File: config.mk
export PLATFORM = sky130hd
export DESIGN_NAME = i2c_ctl_reg
export DESIGN_NICKNAME = d
export VERILOG_FILES = /design/src/rtl/i2c_ctl_pkg.sv /design/src/rtl/i2c_ctl_wrgate.sv /design/src/rtl/i2c_ctl_store.sv /design/src/rtl/i2c_ctl_view.sv /design/src/rtl/i2c_ctl_reg.sv
export SDC_FILE = /design/constraint.sdc
export NUM_CORES = 1
export LEC_CHECK = 0
export BUFFER_PORTS_ARGS = -buffer_cell sky130_fd_sc_hd__buf_2
export CORE_UTILIZATION = 31
export CTS_CLUSTER_SIZE = 12
export DETAILED_ROUTE_END_ITERATION = 8
export PLACE_DENSITY_LB_ADDON = 0.08
export SKIP_CTS_REPAIR_TIMING = 1
export SLEW_MARGIN = 15
export SYNTH_ARGS = -nofsm -noshare
export SYNTH_HDL_FRONTEND = slang
export SYNTH_HIERARCHICAL = 1
export SYNTH_SLANG_ARGS = --single-unit
File: constraint.sdc
create_clock -name clk -period 2.7 [get_ports clk]
set_input_delay 0 -clock clk [delete_from_list [all_inputs] [get_ports clk]]
set_output_delay 0 -clock clk [all_outputs]
set_load 0.02 [all_outputs]
File: src/rtl/i2c_ctl_pkg.sv
package i2c_ctl_pkg;

    localparam int FIELD_BITS = 9;

    localparam logic [1:0] SPD_STD  = 2'd1;
    localparam logic [1:0] SPD_FAST = 2'd2;

    typedef struct packed {
        logic       txe_ctrl;
        logic       stop_addr_only;
        logic       slave_off;
        logic       restart_en;
        logic       slv_addr10;
        logic [1:0] speed;
        logic       master_en;
    } ctl_fields_t;

    localparam ctl_fields_t CTL_RESET = '{
        txe_ctrl:       1'b0,
        stop_addr_only: 1'b0,
        slave_off:      1'b1,
        restart_en:     1'b1,
        slv_addr10:     1'b1,
        speed:          SPD_FAST,
        master_en:      1'b1
    };

    function automatic logic [1:0] fix_speed(input logic [1:0] code);
        return (code == SPD_STD || code == SPD_FAST) ? code : SPD_FAST;
    endfunction

    function automatic ctl_fields_t unpack_word(input logic [FIELD_BITS-1:0] w);
        ctl_fields_t f;
        f.master_en      = w[0];
        f.speed          = fix_speed(w[2:1]);
        f.slv_addr10     = w[3];
        f.restart_en     = w[5];
        f.slave_off      = w[6];
        f.stop_addr_only = w[7];
        f.txe_ctrl       = w[8];
        return f;
    endfunction

    function automatic logic [FIELD_BITS-1:0] pack_word(input ctl_fields_t f);
        return {f.txe_ctrl, f.stop_addr_only, f.slave_off, f.restart_en,
                1'b1, f.slv_addr10, f.speed, f.master_en};
    endfunction

endpackage

File: src/rtl/i2c_ctl_wrgate.sv
module i2c_ctl_wrgate #(
    parameter int ADDR_W  = 8,
    parameter int REG_OFF = 0
) (
    input  logic              bus_wr,
    input  logic [ADDR_W-1:0] bus_addr,
    input  logic              ctl_enable,
    output logic              addr_hit,
    output logic              wr_accept
);
    localparam logic [ADDR_W-1:0] OFF = ADDR_W'(REG_OFF);

    always_comb begin
        addr_hit  = (bus_addr == OFF);
        wr_accept = bus_wr && addr_hit && !ctl_enable;
    end
endmodule

File: src/rtl/i2c_ctl_store.sv
module i2c_ctl_store
    import i2c_ctl_pkg::*;
(
    input  logic                  clk,
    input  logic                  rst,
    input  logic                  wr_accept,
    input  logic                  wr_locked,
    input  logic [FIELD_BITS-1:0] wr_low,
    output ctl_fields_t           q
);
    ctl_fields_t nxt;

    always_comb nxt = unpack_word(wr_low);

    always_ff @(posedge clk) begin
        if (rst)            q <= CTL_RESET;
        else if (wr_accept) q <= nxt;
    end

    p_locked_r2: assert property (@(posedge clk) disable iff (rst)
        wr_locked |=> $stable(q));

    p_update_r3: assert property (@(posedge clk) disable iff (rst)
        wr_accept |=> (q.master_en == $past(wr_low[0]) && q.txe_ctrl == $past(wr_low[8])
                       && q.slave_off == $past(wr_low[6])));

    p_legal_speed_r6: assert property (@(posedge clk) disable iff (rst)
        (q.speed == SPD_STD || q.speed == SPD_FAST));
endmodule

File: src/rtl/i2c_ctl_view.sv
module i2c_ctl_view
    import i2c_ctl_pkg::*;
#(
    parameter int DATA_W = 32
) (
    input  logic              clk,
    input  logic              rst,
    input  ctl_fields_t       q,
    input  logic              addr_hit,
    output logic [DATA_W-1:0] rdata,
    output logic              cfg_err
);
    logic [FIELD_BITS-1:0] low;

    always_comb begin
        low     = pack_word(q);
        rdata   = addr_hit ? DATA_W'(low) : '0;
        cfg_err = q.master_en && !q.slave_off;
    end

    p_fixed_bit_r4: assert property (@(posedge clk) disable iff (rst)
        addr_hit |-> rdata[4]);

    p_reserved_r5: assert property (@(posedge clk) disable iff (rst)
        rdata[DATA_W-1:FIELD_BITS] == '0);

    p_miss_zero_r8: assert property (@(posedge clk) disable iff (rst)
        !addr_hit |-> rdata == '0);
endmodule

File: src/rtl/i2c_ctl_reg.sv
module i2c_ctl_reg
    import i2c_ctl_pkg::*;
#(
    parameter int ADDR_W  = 8,
    parameter int DATA_W  = 32,
    parameter int REG_OFF = 0
) (
    input  logic              clk,
    input  logic              rst,
    input  logic              ctl_enable,
    input  logic              bus_wr,
    input  logic [ADDR_W-1:0] bus_addr,
    input  logic [DATA_W-1:0] bus_wdata,
    output logic [DATA_W-1:0] bus_rdata,
    output logic              master_en,
    output logic [1:0]        speed_sel,
    output logic              slv_addr10,
    output logic              mst_addr10,
    output logic              restart_en,
    output logic              slave_off,
    output logic              stop_addr_only,
    output logic              txe_ctrl,
    output logic              cfg_err
);
    logic        addr_hit;
    logic        wr_accept;
    logic        wr_locked;
    ctl_fields_t q;

    i2c_ctl_wrgate #(.ADDR_W(ADDR_W), .REG_OFF(REG_OFF)) u_gate (
        .bus_wr    (bus_wr),
        .bus_addr  (bus_addr),
        .ctl_enable(ctl_enable),
        .addr_hit  (addr_hit),
        .wr_accept (wr_accept)
    );

    always_comb wr_locked = bus_wr && ctl_enable;

    i2c_ctl_store u_store (
        .clk      (clk),
        .rst      (rst),
        .wr_accept(wr_accept),
        .wr_locked(wr_locked),
        .wr_low   (bus_wdata[FIELD_BITS-1:0]),
        .q        (q)
    );

    i2c_ctl_view #(.DATA_W(DATA_W)) u_view (
        .clk     (clk),
        .rst     (rst),
        .q       (q),
        .addr_hit(addr_hit),
        .rdata   (bus_rdata),
        .cfg_err (cfg_err)
    );

    always_comb begin
        master_en      = q.master_en;
        speed_sel      = q.speed;
        slv_addr10     = q.slv_addr10;
        mst_addr10     = 1'b1;
        restart_en     = q.restart_en;
        slave_off      = q.slave_off;
        stop_addr_only = q.stop_addr_only;
        txe_ctrl       = q.txe_ctrl;
    end

    p_cfg_err_r7: assert property (@(posedge clk) disable iff (rst)
        cfg_err == (master_en && !slave_off));

    p_mst10_r4: assert property (@(posedge clk) disable iff (rst)
        mst_addr10);
endmodule

==> flow_metrics.tcl <==
set metrics [dict create \
    overflow 0 \
    hold_ws_ns -0.00573 \
    grt_pass1_wl_um 1440 \
    worstReg2RegEnd "u_store/q[0]" \
    cts_root_buf "clkbuf_4" \
    cts_tree "built" \
    reg_top3 "u_store/q (8)" \
    multi_input_area_um2 308 \
    globalplace.congestion 0.632 \
    cts_buffers 3 \
    max_slew.worst_pin.slew_ns 0.508 \
    postSynthAreaPerCell_um2 8.78 \
    yosysWarnings 6 \
    clock_latency_ns 0.25 \
    cp_max_fo 9 \
    fp.dieH_um 45.6 \
    fin_util 0.432 \
    mostFrequentLayoutCell "buf_2" \
    layout-drive-gt1-share 0.402 \
    finalInstanceArea_um2 754 \
    hold_depth 3 \
    die_w_um 45.6 \
    die-area_um2 2080 \
    drt_pass1_iterations 1 \
    setup_viol_count_final 0 \
    wl_per_cell_um 7.99 \
    largest_register "u_store/q" \
    ios 86 \
    timing.final.crit_share 0.527 \
    remaining_drc_errors 0 \
    std_cell_rows 15 \
    largest_reg_flops 8 \
    rr_worst_depth 2 \
    wirelength_um 1060 \
    min_path_type "input pin to flip-flop" \
    final_max_slew_viol_count 0 \
    post-route-min-period_ns 1.42 \
    vias_per_cell 3.80 \
    leakage_nw 0.393 \
    syn_to_final_growth_pct 28.3 \
    final_nets 153 \
    clk_path_buf_depth 2 \
    dpl_cell_area_um2 692 \
    clock_skew_ns 0 \
    r2r_slack_ns 1.91 \
    drtAntennaViolNets 0 \
    hold_violations 1 \
    worst-setup-path-type "input pin to output pin" \
    grt_max_degree 14 \
    antenna_found_initial 0 \
    grt_pass1_vias 362 \
    core_region_area_um2 1750 \
    worstPathArrival_ns 1.42 \
    tns_ns 0 \
    hp-start "bus_wdata[8]" \
    via_count 502 \
    reg2reg_from "u_store/q[0]" \
    track_usage 0.106 \
    vdd_drop_max_mv 0.248 \
    path_clk_slew_ns 0.05 \
    htreeDepth 1 \
    drt_iter0_drc 0 \
    synthCells 67 \
    min_to "u_store/q[7]" \
    relSlewSlack 0.660 \
    status "finished with violations" \
    num-fill-cells 191 \
    regArea_um2 160 \
    maxCapViolations 0 \
    violations "hold timing" \
    insertedDiodeCount 0 \
    start_util 0.337 \
    max_freq_mhz 703 \
    clock_sinks 8 \
    final_cell_mix "37 x buf_2, 24 x conb_1, 8 x dfxtp_1, 8 x and2_1" \
    endpoint_kind "output pin" \
    cp_data_required_time_ns 2.70 \
    p_per_area_nw_per_um2 340 \
    start_kind "input pin" \
    port_buffers 37 \
    synth_area_um2 588 \
    hpwl_um 818 \
    grt_setup_unrepaired "no" \
]
worst max path at each step:
stage                      startpoint  slack, ns           end
after detailed placement  bus_addr[7]       1.06  u_store/q[3]
final                     bus_addr[1]       1.28  bus_rdata[3]
after floorplan           bus_addr[7]       1.27  u_store/q[5]
after global routing      bus_addr[1]       1.09  bus_rdata[0]
after CTS                 bus_addr[1]       1.21  bus_rdata[3]
after global placement    bus_addr[7]       1.08  u_store/q[3]
critical path, cell delays in order:
cell and delay [ns]:
buf_2 0.09, or4_1 0.55, nor2_1 0.42, and2_1 0.20, buf_2 0.15
routing by layer:
layer	up-vias	wire length [um]	GRT usage
met3	0	126	0.0675
met2	42	481	0.160
met4	0	0	0.0545
li1	250	-	-
met5	-	0	0
met1	210	447	0.114
where the power goes:
| group | leakage [nW] | internal (W) | switching, W |
|---|---|---|---|
| Sequential | 0.0646 | 0.000118 | 0.0000000692 |
| Clock | 0.0138 | 0.0000505 | 0.0000358 |
| Combinational | 0.315 | 0.0000152 | 0.0000368 |
cell type report:
| class | count | share of cell area |
|---|---|---|
| clock buffer | 3 | 0.0299 |
| multi-input combinational | 54 | 0.408 |
| sequential | 8 | 0.212 |
| tap | 25 | 0.0415 |
| timing repair buffer | 42 | 0.308 |
metrics by stage:
step,setup WS (ns),hold WS [ns],std cells,total power [W]
3_3_place_gp,1.08,0.202,125,0.000168
5_1_grt,1.09,0.0123,132,0.000274
2_1_floorplan,1.27,0.118,89,0.000181
3_5_place_dp,1.06,0.205,125,0.000168
4_1_cts,1.21,-0.0598,128,0.000258
6_report,1.28,-0.00573,132,0.000257
Power figures use the tool's default switching activity.
